### src/rtl/fuse_ctrl_pkg.sv
// Shared definitions for the fuse access controller.
// Assumes a 3-bit register index on the bus side.
package fuse_ctrl_pkg;

    typedef enum logic [1:0] {
        SQ_IDLE   = 2'd0,
        SQ_SETUP  = 2'd1,
        SQ_STROBE = 2'd2,
        SQ_HOLD   = 2'd3
    } seq_state_t;

    localparam logic [2:0] RG_CTRL      = 3'd0;
    localparam logic [2:0] RG_CTRL_CLR  = 3'd1;
    localparam logic [2:0] RG_TIMING    = 3'd2;
    localparam logic [2:0] RG_RD_TRIG   = 3'd3;
    localparam logic [2:0] RG_PROG_DATA = 3'd4;
    localparam logic [2:0] RG_SENSE     = 3'd5;

    localparam int KEY_LSB  = 16;
    localparam int ERR_BIT  = 9;
    localparam int BUSY_BIT = 8;

endpackage

### src/rtl/fuse_regfile.sv
// Register file of the fuse controller: control, timing and program-data
// registers, start and error decisions. Assumes the sequencer reports
// busy and a one-cycle pg_done at the end of a program operation.
module fuse_regfile
    import fuse_ctrl_pkg::*;
#(
    parameter int ADDR_W  = 7,
    parameter int DATA_W  = 32,
    parameter int RELAX_W = 4,
    parameter int RSTB_W  = 6,
    parameter int PSTB_W  = 12,
    parameter int KEY_W   = 16,
    parameter logic [KEY_W-1:0] KEY_VAL = 16'h3E77
) (
    input  logic              clk,
    input  logic              rst_n,
    input  logic              bus_wr,
    input  logic [2:0]        bus_idx,
    input  logic [DATA_W-1:0] bus_wdata,
    output logic [DATA_W-1:0] bus_rdata,
    input  logic              busy,
    input  logic              pg_done,
    input  logic [DATA_W-1:0] sense_data,
    output logic              start_rd,
    output logic              start_pg,
    output logic [ADDR_W-1:0] cfg_addr,
    output logic [RELAX_W-1:0] cfg_relax,
    output logic [RSTB_W-1:0] cfg_rstb,
    output logic [PSTB_W-1:0] cfg_pstb,
    output logic [DATA_W-1:0] prog_word
);

    localparam int RELAX_LSB = PSTB_W;
    localparam int RSTB_LSB  = PSTB_W + RELAX_W;

    logic [KEY_W-1:0]   key_q;
    logic [ADDR_W-1:0]  addr_q;
    logic               err_q;
    logic [RELAX_W-1:0] relax_q;
    logic [RSTB_W-1:0]  rstb_q;
    logic [PSTB_W-1:0]  pstb_q;
    logic [DATA_W-1:0]  pdata_q;

    logic wr_ctrl, wr_clr, wr_tim, wr_trig, wr_pdat, key_ok, err_set;

    // Decode bus writes and decide whether an operation may start.
    always_comb begin
        wr_ctrl  = bus_wr && (bus_idx == RG_CTRL);
        wr_clr   = bus_wr && (bus_idx == RG_CTRL_CLR);
        wr_tim   = bus_wr && (bus_idx == RG_TIMING);
        wr_trig  = bus_wr && (bus_idx == RG_RD_TRIG) && bus_wdata[0];
        wr_pdat  = bus_wr && (bus_idx == RG_PROG_DATA);
        key_ok   = (key_q == KEY_VAL);
        start_rd = wr_trig && !busy;
        start_pg = wr_pdat && !busy && key_ok;
        err_set  = ((wr_trig || wr_pdat) && busy) || (wr_pdat && !busy && !key_ok);
    end

    // Control fields: key and address; key clears when a program ends.
    always_ff @(posedge clk) begin
        if (!rst_n) begin
            key_q  <= '0;
            addr_q <= '0;
        end else if (wr_ctrl) begin
            key_q  <= bus_wdata[KEY_LSB +: KEY_W];
            addr_q <= bus_wdata[ADDR_W-1:0];
        end else if (pg_done) begin
            key_q  <= '0;
        end
    end

    // Sticky error flag; a new error wins over a same-cycle clear.
    always_ff @(posedge clk) begin
        if (!rst_n)
            err_q <= 1'b0;
        else if (err_set)
            err_q <= 1'b1;
        else if (wr_clr && bus_wdata[ERR_BIT])
            err_q <= 1'b0;
    end

    // Timing counts, reset to their largest values.
    always_ff @(posedge clk) begin
        if (!rst_n) begin
            relax_q <= '1;
            rstb_q  <= '1;
            pstb_q  <= '1;
        end else if (wr_tim) begin
            relax_q <= bus_wdata[RELAX_LSB +: RELAX_W];
            rstb_q  <= bus_wdata[RSTB_LSB +: RSTB_W];
            pstb_q  <= bus_wdata[PSTB_W-1:0];
        end
    end

    // Program data, captured only when a program operation is accepted.
    always_ff @(posedge clk) begin
        if (!rst_n)
            pdata_q <= '0;
        else if (start_pg)
            pdata_q <= bus_wdata;
    end

    // Combinational read-back of the selected register.
    always_comb begin
        bus_rdata = '0;
        case (bus_idx)
            RG_CTRL, RG_CTRL_CLR: begin
                bus_rdata[KEY_LSB +: KEY_W] = key_q;
                bus_rdata[ERR_BIT]          = err_q;
                bus_rdata[BUSY_BIT]         = busy;
                bus_rdata[ADDR_W-1:0]       = addr_q;
            end
            RG_TIMING: begin
                bus_rdata[RSTB_LSB +: RSTB_W]   = rstb_q;
                bus_rdata[RELAX_LSB +: RELAX_W] = relax_q;
                bus_rdata[PSTB_W-1:0]           = pstb_q;
            end
            RG_SENSE: bus_rdata = sense_data;
            default:  bus_rdata = '0;
        endcase
    end

    assign cfg_addr  = addr_q;
    assign cfg_relax = relax_q;
    assign cfg_rstb  = rstb_q;
    assign cfg_pstb  = pstb_q;
    assign prog_word = pdata_q;

    // the error flag only drops through the clear alias.
    assert_err_sticky_R8: assert property (@(posedge clk) disable iff (!rst_n)
        (err_q && !(wr_clr && bus_wdata[ERR_BIT])) |=> err_q)
        else $error("error flag dropped without a clear");

    // a program-data write without the key leaves the error set.
    assert_badkey_err_R7: assert property (@(posedge clk) disable iff (!rst_n)
        (wr_pdat && (key_q != KEY_VAL)) |=> err_q)
        else $error("bad key did not raise error");

    // a trigger or data write while busy leaves the error set.
    assert_busy_err_R9: assert property (@(posedge clk) disable iff (!rst_n)
        ((wr_trig || wr_pdat) && busy) |=> err_q)
        else $error("access while busy did not raise error");

    // key field is zero after a program completes.
    assert_key_clear_R10: assert property (@(posedge clk) disable iff (!rst_n)
        (pg_done && !wr_ctrl) |=> (key_q == '0))
        else $error("key not cleared after program");

endmodule

### src/rtl/fuse_seq.sv
// Operation sequencer: setup, strobe and hold phases for a sense or a
// program. Assumes starts arrive only while idle (gated by the register
// file) and that counts are stable in the start cycle.
module fuse_seq
    import fuse_ctrl_pkg::*;
#(
    parameter int ADDR_W  = 7,
    parameter int DATA_W  = 32,
    parameter int RELAX_W = 4,
    parameter int RSTB_W  = 6,
    parameter int PSTB_W  = 12
) (
    input  logic               clk,
    input  logic               rst_n,
    input  logic               start_rd,
    input  logic               start_pg,
    input  logic [ADDR_W-1:0]  cfg_addr,
    input  logic [RELAX_W-1:0] cfg_relax,
    input  logic [RSTB_W-1:0]  cfg_rstb,
    input  logic [PSTB_W-1:0]  cfg_pstb,
    input  logic [DATA_W-1:0]  fz_rdata,
    output logic               busy,
    output logic               pg_done,
    output logic [DATA_W-1:0]  sense_data,
    output logic [ADDR_W-1:0]  fz_addr,
    output logic               fz_rd_stb,
    output logic               fz_pg_stb
);

    localparam int LEN_W = (PSTB_W > RSTB_W) ? PSTB_W : RSTB_W;
    localparam int CNT_W = ((LEN_W > RELAX_W + 1) ? LEN_W : RELAX_W + 1) + 2;

    seq_state_t         st_q;
    logic [CNT_W-1:0]   cnt_q;
    logic [CNT_W-1:0]   len_q;
    logic [RELAX_W-1:0] relax_q;
    logic [ADDR_W-1:0]  addr_q;
    logic               is_pg_q;
    logic [DATA_W-1:0]  sense_q;

    logic [CNT_W-1:0] total, edge_len, stb_len;

    // Strobe width for the operation being started, never below one.
    always_comb begin
        total    = (start_pg ? CNT_W'(cfg_pstb) : CNT_W'(cfg_rstb)) + CNT_W'(1);
        edge_len = (CNT_W'(cfg_relax) + CNT_W'(1)) << 1;
        stb_len  = (total > edge_len) ? (total - edge_len) : CNT_W'(1);
    end

    // Phase state machine with one down-counter shared by all phases.
    always_ff @(posedge clk) begin
        if (!rst_n) begin
            st_q    <= SQ_IDLE;
            cnt_q   <= '0;
            len_q   <= '0;
            relax_q <= '0;
            addr_q  <= '0;
            is_pg_q <= 1'b0;
        end else begin
            case (st_q)
                SQ_IDLE: if (start_rd || start_pg) begin
                    st_q    <= SQ_SETUP;
                    cnt_q   <= CNT_W'(cfg_relax);
                    len_q   <= stb_len;
                    relax_q <= cfg_relax;
                    addr_q  <= cfg_addr;
                    is_pg_q <= start_pg;
                end
                SQ_SETUP: if (cnt_q == '0) begin
                    st_q  <= SQ_STROBE;
                    cnt_q <= len_q - CNT_W'(1);
                end else begin
                    cnt_q <= cnt_q - CNT_W'(1);
                end
                SQ_STROBE: if (cnt_q == '0) begin
                    st_q  <= SQ_HOLD;
                    cnt_q <= CNT_W'(relax_q);
                end else begin
                    cnt_q <= cnt_q - CNT_W'(1);
                end
                SQ_HOLD: if (cnt_q == '0) begin
                    st_q <= SQ_IDLE;
                end else begin
                    cnt_q <= cnt_q - CNT_W'(1);
                end
                default: st_q <= SQ_IDLE;
            endcase
        end
    end

    // Capture the sensed word in the last strobe cycle of a sense.
    always_ff @(posedge clk) begin
        if (!rst_n)
            sense_q <= '0;
        else if (st_q == SQ_STROBE && cnt_q == '0 && !is_pg_q)
            sense_q <= fz_rdata;
    end

    assign busy       = (st_q != SQ_IDLE);
    assign pg_done    = (st_q == SQ_HOLD) && (cnt_q == '0) && is_pg_q;
    assign fz_rd_stb  = (st_q == SQ_STROBE) && !is_pg_q;
    assign fz_pg_stb  = (st_q == SQ_STROBE) && is_pg_q;
    assign fz_addr    = addr_q;
    assign sense_data = sense_q;

    // the macro address holds for the whole operation.
    assert_addr_stable_R2: assert property (@(posedge clk) disable iff (!rst_n)
        (busy && $past(busy)) |-> $stable(fz_addr))
        else $error("fuse address moved while busy");

    // a hold phase always follows the end of a strobe.
    assert_hold_after_strobe_R5: assert property (@(posedge clk) disable iff (!rst_n)
        ($fell(fz_rd_stb) || $fell(fz_pg_stb)) |-> busy)
        else $error("no hold phase after strobe");

    // programming never disturbs the sense-data register.
    assert_sense_kept_R4: assert property (@(posedge clk) disable iff (!rst_n)
        fz_pg_stb |=> $stable(sense_data))
        else $error("sense data changed during program");

endmodule

### src/rtl/fuse_access_ctrl.sv
// Top of the fuse access controller: register file plus sequencer.
// Assumes a behavioural or real fuse macro that burns fz_wdata into
// fz_addr while fz_pg_stb is high and returns the word on fz_rdata
// while fz_rd_stb is high.
module fuse_access_ctrl #(
    parameter int ADDR_W  = 7,
    parameter int DATA_W  = 32,
    parameter int RELAX_W = 4,
    parameter int RSTB_W  = 6,
    parameter int PSTB_W  = 12,
    parameter int KEY_W   = 16,
    parameter logic [KEY_W-1:0] KEY_VAL = 16'h3E77
) (
    input  logic              clk,
    input  logic              rst_n,
    input  logic              bus_wr,
    input  logic [2:0]        bus_idx,
    input  logic [DATA_W-1:0] bus_wdata,
    output logic [DATA_W-1:0] bus_rdata,
    output logic [ADDR_W-1:0] fz_addr,
    output logic              fz_rd_stb,
    output logic              fz_pg_stb,
    output logic [DATA_W-1:0] fz_wdata,
    input  logic [DATA_W-1:0] fz_rdata
);

    logic               busy, pg_done, start_rd, start_pg;
    logic [DATA_W-1:0]  sense_data;
    logic [ADDR_W-1:0]  cfg_addr;
    logic [RELAX_W-1:0] cfg_relax;
    logic [RSTB_W-1:0]  cfg_rstb;
    logic [PSTB_W-1:0]  cfg_pstb;

    fuse_regfile #(
        .ADDR_W(ADDR_W), .DATA_W(DATA_W), .RELAX_W(RELAX_W),
        .RSTB_W(RSTB_W), .PSTB_W(PSTB_W), .KEY_W(KEY_W), .KEY_VAL(KEY_VAL)
    ) u_regs (
        .clk(clk), .rst_n(rst_n),
        .bus_wr(bus_wr), .bus_idx(bus_idx), .bus_wdata(bus_wdata),
        .bus_rdata(bus_rdata),
        .busy(busy), .pg_done(pg_done), .sense_data(sense_data),
        .start_rd(start_rd), .start_pg(start_pg),
        .cfg_addr(cfg_addr), .cfg_relax(cfg_relax),
        .cfg_rstb(cfg_rstb), .cfg_pstb(cfg_pstb),
        .prog_word(fz_wdata)
    );

    fuse_seq #(
        .ADDR_W(ADDR_W), .DATA_W(DATA_W), .RELAX_W(RELAX_W),
        .RSTB_W(RSTB_W), .PSTB_W(PSTB_W)
    ) u_seq (
        .clk(clk), .rst_n(rst_n),
        .start_rd(start_rd), .start_pg(start_pg),
        .cfg_addr(cfg_addr), .cfg_relax(cfg_relax),
        .cfg_rstb(cfg_rstb), .cfg_pstb(cfg_pstb),
        .fz_rdata(fz_rdata),
        .busy(busy), .pg_done(pg_done), .sense_data(sense_data),
        .fz_addr(fz_addr), .fz_rd_stb(fz_rd_stb), .fz_pg_stb(fz_pg_stb)
    );

endmodule

### config.mk
export PLATFORM = sky130hd
export DESIGN_NAME = fuse_access_ctrl
export DESIGN_NICKNAME = d
export VERILOG_FILES = /design/src/rtl/fuse_ctrl_pkg.sv /design/src/rtl/fuse_regfile.sv /design/src/rtl/fuse_seq.sv /design/src/rtl/fuse_access_ctrl.sv
export SDC_FILE = /design/constraint.sdc
export NUM_CORES = 1
export LEC_CHECK = 0
export BUFFER_PORTS_ARGS = -buffer_cell sky130_fd_sc_hd__buf_2
export CAP_MARGIN = 0
export CORE_MARGIN = 2
export CORE_UTILIZATION = 56
export DETAILED_ROUTE_END_ITERATION = 8
export GPL_ROUTABILITY_DRIVEN = 0
export GPL_TIMING_DRIVEN = 0
export PLACE_DENSITY_LB_ADDON = 0.1
export SYNTH_ARGS = -nofsm -noshare
export SYNTH_HDL_FRONTEND = slang
export SYNTH_SLANG_ARGS = --single-unit
### constraint.sdc
create_clock -name clk -period 5.62 [get_ports clk]
set_clock_uncertainty 0.05 [all_clocks]
set_input_delay 1.124 -clock clk [delete_from_list [all_inputs] [get_ports clk]]
set_output_delay 1.124 -clock clk [all_outputs]
set_load 0.05 [all_outputs]
# Word level (Yosys, flattened, before mapping)
# Index checks and enable logic that the tools add are counted.
[totals]
ff_bits = 152
input_bits = 70
out_inout_bits = 73
elab_cells = 90
[op_classes]
add_sub_neg = 5
magnitude_cmp = 1
n_eq_ne = 14
muxes = 22
reduce_logical = 34
[ops]
columns = ["operator", "count"]
rows = [
  ["2-to-1 mux 14 bit", 5],
  ["one-hot mux 14 bit (4 select lines)", 1],
  ["2-to-1 mux 16 bit", 2],
  ["subtractor 14 x 1 -> 14 bit (second input constant)", 2],
  ["one-hot mux 7 bit (3 select lines)", 1],
  ["one-hot mux 10 bit (2 select lines)", 1],
  ["logical AND 1 bit", 18],
  ["one-hot mux 6 bit (3 select lines)", 1],
  ["equality test 16 x 14 -> 1 bit (second input constant)", 1],
  ["adder 14 x 1 -> 14 bit (second input constant)", 1],
  ["greater-than comparator 14 bit", 1],
  ["zero test 14 bit", 1],
  ["subtractor 14 bit", 1],
  ["2-to-1 mux 12 bit", 1],
  ["one-hot mux 6 bit (2 select lines)", 1],
  ["2-to-1 mux 2 bit", 4],
  ["!= test 2 x 1 -> 1 bit (second input constant)", 4],
  ["one-hot mux 2 bit (4 select lines)", 1],
  ["equality test 3 x 2 -> 1 bit (second input constant)", 2],
  ["equality test 3 bit (second input constant)", 2],
  ["one-hot mux 2 bit (3 select lines)", 1],
  ["nonzero test 2 bit", 3],
  ["adder 4 x 1 -> 5 bit (second input constant)", 1],
  ["equality test 2 bit (second input constant)", 2],
  ["12 further kinds", 18],
]

# Logic depth before layout (Yosys ltp)
[depth]
word_depth = 8
depth_mapped = 24
mapped_depth_nobuf = 20

# By module
# A second synthesis with hierarchy kept.
[hier_totals]
hier_cells = 1018
hier_area_um2 = 8007.7
[modules_own_cells]
columns = ["mod", "n_inst", "cells_per_inst", "area_each_um2", "seq_area_each_um2"]
rows = [
  ["fuse_seq", 1, 550, 4295.4, 1481.4],
  ["fuse_regfile", 1, 468, 3712.3, 1561.5],
]

# Worst setup path before layout
# No wires, ideal clock.
[synth_timing]
path_type = "input port to flip-flop"
from = "input port bus_idx[1]"
to = "register u_seq.len_q[11]"
setup_time_ns = 0.117
arrival_time_ns = 4.945
t_required_ns = 5.453
setup_slack_ns = 0.509
cell_stages = 19
n_path_buf = 3
path_cell_list = "nand2b_1 -> nor3_1 -> and2_1 -> buf_2 -> clkbuf_1 -> buf_1 -> nand2_1 -> nand2_1 -> ha_1 -> xor2_1 -> inv_1 -> ha_1 -> nor2b_1 -> o31a_1 -> o21ai_0 -> nand2b_1 -> a221oi_1 -> nor2_1 -> a22o_1"
[synth_between]
elab_chain_len = 8
elab_cells_between_ends = 15
cone_classes = "2 x add/sub; 1 x order compare; 2 x eq/ne; 2 x mux; 8 x reduce/logical"
[synth_rtl]
columns = ["item", "line_no", "source"]
rows = [
  ["start: declaration", "fuse_access_ctrl.sv:17", "input logic [2:0] bus_idx,"],
  ["equality test 3 bit", "fuse_regfile.sv:52", "wr_pdat = bus_wr && (bus_idx == RG_PROG_DATA);"],
  ["logical AND 1 bit", "fuse_regfile.sv:52", ""],
  ["logical AND 1 bit (2 in series)", "fuse_regfile.sv:55", "start_pg = wr_pdat && !busy && key_ok;"],
  ["2-to-1 mux 12 bit", "fuse_seq.sv:45", "total = (start_pg ? CNT_W'(cfg_pstb) : CNT_W'(cfg_rstb)) + CNT_W'(1);"],
  ["adder 14 x 1 -> 14 bit", "fuse_seq.sv:45", ""],
  ["subtractor 14 bit or greater-than comparator 14 bit (tied branches)", "fuse_seq.sv:47", "stb_len = (total > edge_len) ? (total - edge_len) : CNT_W'(1);"],
  ["2-to-1 mux 14 bit", "fuse_seq.sv:47", ""],
  ["end signal: assignment", "fuse_seq.sv:64", "len_q <= stb_len;"],
  ["end: declaration", "fuse_seq.sv:35", "logic [CNT_W-1:0] len_q;"],
]
# Parallel ways exist; a longest one is shown, timed or not.
# A chain may end at the register's enable or synchronous reset.

# Final worst setup path
# Same ends and word-level chain as after synthesis.

==> impl_metrics.json <==
{
  "status": "completed",
  "path_clk_slew_ns": 0.06,
  "p_switching_uw": 1022,
  "die-height_um": 121.5,
  "synth_top_area_frac": 0.3933,
  "ant_nets": 0,
  "wl_per_cell_um": 17.83,
  "antenna_found_initial": 0,
  "layout-drive-gt1-share": 0.1708,
  "worstPathArrival_ns": 5.52,
  "worstPathMaxFanout": 10,
  "io_pins": 143,
  "die_w_um": 121.5,
  "cts_buffers": 17,
  "mostFrequentLayoutCell": "nand2_1",
  "syn_area_um2": 7736,
  "htree_levels": 4,
  "slowest_delay_ns": 0.43,
  "multiInputGateArea_um2": 4393,
  "endpoint_kind": "flop",
  "syn_avg_cell_area_um2": 7.806,
  "grt_first_pass_wirelength_um": 37110,
  "setup_ws_ns": 0.3707,
  "synth_top_family_by_area": "simple AND/OR/NAND/NOR gates",
  "cts_setup_buffers": 0,
  "finalSetupTns_ns": 0,
  "design.core.area_um2": 13350,
  "gr-total-overflow": 0,
  "fin_crit_ns": 5.249,
  "p_leak_uw": 0.003756,
  "synth-simple-area-share": 0.2754,
  "maxCapViolations": 0,
  "mostFrequentLayoutCells": "nand2_1 (262), dfxtp_1 (152), buf_2 (149), a21boi_0 (75)",
  "p_clk_frac": 0.374,
  "synth_xor_area_frac": 0.04302,
  "grt_pass1_vias": 7244,
  "grt_usage": 0.3247,
  "hp-class": "reg -> reg",
  "ys_warn_count": 0,
  "crit_required_ns": 5.89,
  "seq_area_frac_synth": 0.3933,
  "combPwrFrac": 0.253,
  "clockRootBuffer": "clkbuf_16",
  "gr-usage-met2": 0.5414,
  "slowest_stage": "a221oi_2",
  "clock.fmax_ghz": 0.1905,
  "synthTopCellsByArea": "dfxtp_1 (39%), nand2_1 (13%), a21boi_0 (7.3%)",
  "synth_area_leader_cell": "dfxtp_1",
  "clk_latency_ns": 0.43,
  "synth-seq-cells": 152,
  "rows": 42,
  "drc": 0,
  "synth_fa_ha_area_frac": 0.02361,
  "peakVddDrop_mv": 0.2450,
  "fin_util": 0.6951,
  "grt-busiest-layer": "met2",
  "worst_hold_slack_ns": 0.4018,
  "path_class": "in -> reg",
  "place_hpwl_um": 17700,
  "diodes": 0,
  "p_seq_frac": 0.374,
  "cts.sinks": 152,
  "nets": 1236,
  "synth_compound_area_frac": 0.2137,
  "vias_per_cell": 5.772,
  "crit_chain": "buf_2 > nand2b_1 > nor3_4 > and2_1 > buf_2 > clkbuf_2 > clkbuf_2 > nand2_1 > nand2_1 > ha_1 > nand3_1 > xnor2_1 > nand2_1 > o21ai_0 > ha_1 > and4_1 > nand3_1 > mux2_2 > a221oi_2 > nor2_2 > a22o_1",
  "fill_cells": 1177,
  "cts_tree": "done",
  "portBuffers": 142,
  "cp-start-kind": "primary input",
  "holdBufCountCts": 0,
  "period_share": 0.9340,
  "syn-num-nets": 1075,
  "dieArea_um2": 14770,
  "grt_max_degree": 17,
  "yosysUniqueCellTypes": 64,
  "firstDrtPassIters": 5,
  "synth_edf_count": 0,
  "crit_top_cell": "nand2_1",
  "start_util": 0.5796,
  "finalHoldViolations": 0,
  "synth_top_flop_cell": "dfxtp_1",
  "cts_buffer_depth": 2,
  "synthMuxAreaShare": 0.009542,
  "setup_viol": 0,
  "drt_iter0_drc": 719,
  "preCtsSetupSlack_ns": -0.8921,
  "vias": 7740,
  "worstMarginPinSlew_ns": 0.8898,
  "wirelength_um": 23910,
  "p_sw_frac": 0.3302,
  "area_growth_pct": 19.93,
  "p_int_uw": 2074,
  "ff_latch_area_um2": 3043,
  "netlist_instances": 991,
  "global_route.usage.met3": 0.07584,
  "max_slew_margin": 0.4055,
  "synthArstFlopShare": 0,
  "p_per_area_nw_per_um2": 333.7,
  "met1_usage": 0.4019,
  "maxSlewViolCount": 0
}
-- final timing paths --
kind	endpoint	slack, ns	cells after the start	start
worst max register to register	u_seq.len_q[11]$_SDFFE_PN0P_	0.46	20	u_regs.key_q[8]$_SDFFE_PN0P_
worst min register to register	u_seq.fz_addr[2]$_SDFFE_PN0P_	0.40	2	u_seq.fz_addr[2]$_SDFFE_PN0P_
worst max-delay path	u_seq.len_q[11]$_SDFFE_PN0P_	0.37	21	bus_idx[1]
worst min-delay path	u_seq.fz_addr[2]$_SDFFE_PN0P_	0.40	2	u_seq.fz_addr[2]$_SDFFE_PN0P_
-- power by group through the flow --
stage | registers (uW) | logic [uW] | clock network, uW
after CTS | 1160 | 763 | 1160
after global placement | 1180 | 743 | 0
after global routing | 1160 | 849 | 1200
after floorplan | 1170 | 568 | 0
final | 1160 | 782 | 1160
after detailed placement | 1180 | 754 | 0
-- metrics by stage --
stage	instance area, um^2	power [uW]	cells
2_1_floorplan	7736	1734	991
3_3_place_gp	8667	1922	1309
3_5_place_dp	8667	1934	1309
4_1_cts	9268	3076	1341
5_1_grt	9278	3212	1341
6_report	9278	3096	1341
-- cell type report --
class	instances	share of cell area
plain buffers	67	0.02873
clock buffers	20	0.04815
clock inverters	12	0.01524
inverters	15	0.006069
multi-input cells	757	0.4735
flip-flops and latches	152	0.3280
well taps	176	0.02374
repair buffers	142	0.07660
-- routing by layer --
| metal | vias to the layer above | share of wire | wire length (um) |
|---|---|---|---|
| met5 | - | 0 | 0 |
| met3 | 65 | 0.066 | 1571 |
| met4 | 0 | 0.036 | 858 |
| li1 | 3741 | - | - |
| met2 | 289 | 0.48 | 11510 |
| met1 | 3645 | 0.42 | 9969 |
-- registers in the layout, summed over array words and instances (netlist names) --
register and flops:
u_seq.relax_q 4, u_regs.cfg_addr 7, u_seq.cnt_q 14, u_regs.cfg_rstb 6, u_regs.cfg_pstb 12, u_seq.len_q 14
u_seq.is_pg_q 1, u_regs.key_q 16, u_seq.sense_data 32, u_regs.err_q 1, u_regs.prog_word 32, u_regs.cfg_relax 4
u_seq.fz_addr 7, u_seq.st_q 2
-- what timing repair did --
action | 4_1_cts | 5_1_grt
setup endpoints to repair | 12 | 11
resized for setup | 3 | 3
hold endpoints to repair | 0 | 0
-- synth_stat cells (8+ instances only) --
library cell  number
xnor2_1           24
clkbuf_1          52
nor2b_1           44
a22oi_1           26
inv_1             15
a22o_1            16
nor2_1            23
a21oi_1           46
nand2_1          262
nand3_1           53
or3_1              8
ha_1              13
nand2b_1          16
nor3_1            14
o22ai_1            9
a21boi_0          75
xor2_1            14
dfxtp_1          152
o21ai_0           33
-- critical path, delay by kind of cell --
| kind | cells | cell delay [ns] |
|---|---|---|
| compound gates | 3 | 0.77 |
| buf+inv | 4 | 0.93 |
| fa+ha+maj | 2 | 0.67 |
| simple gates | 10 | 1.56 |
| xor+xnor | 1 | 0.14 |
| mux | 1 | 0.30 |
-- cell families after synthesis --
logic type | after synthesis
mux | 7
compound gates | 240
buf+inv | 82
xor+xnor | 38
flops | 152
fa+ha+maj | 14
simple gates | 458
No activity file was read; power rests on OpenSTA's default activity.
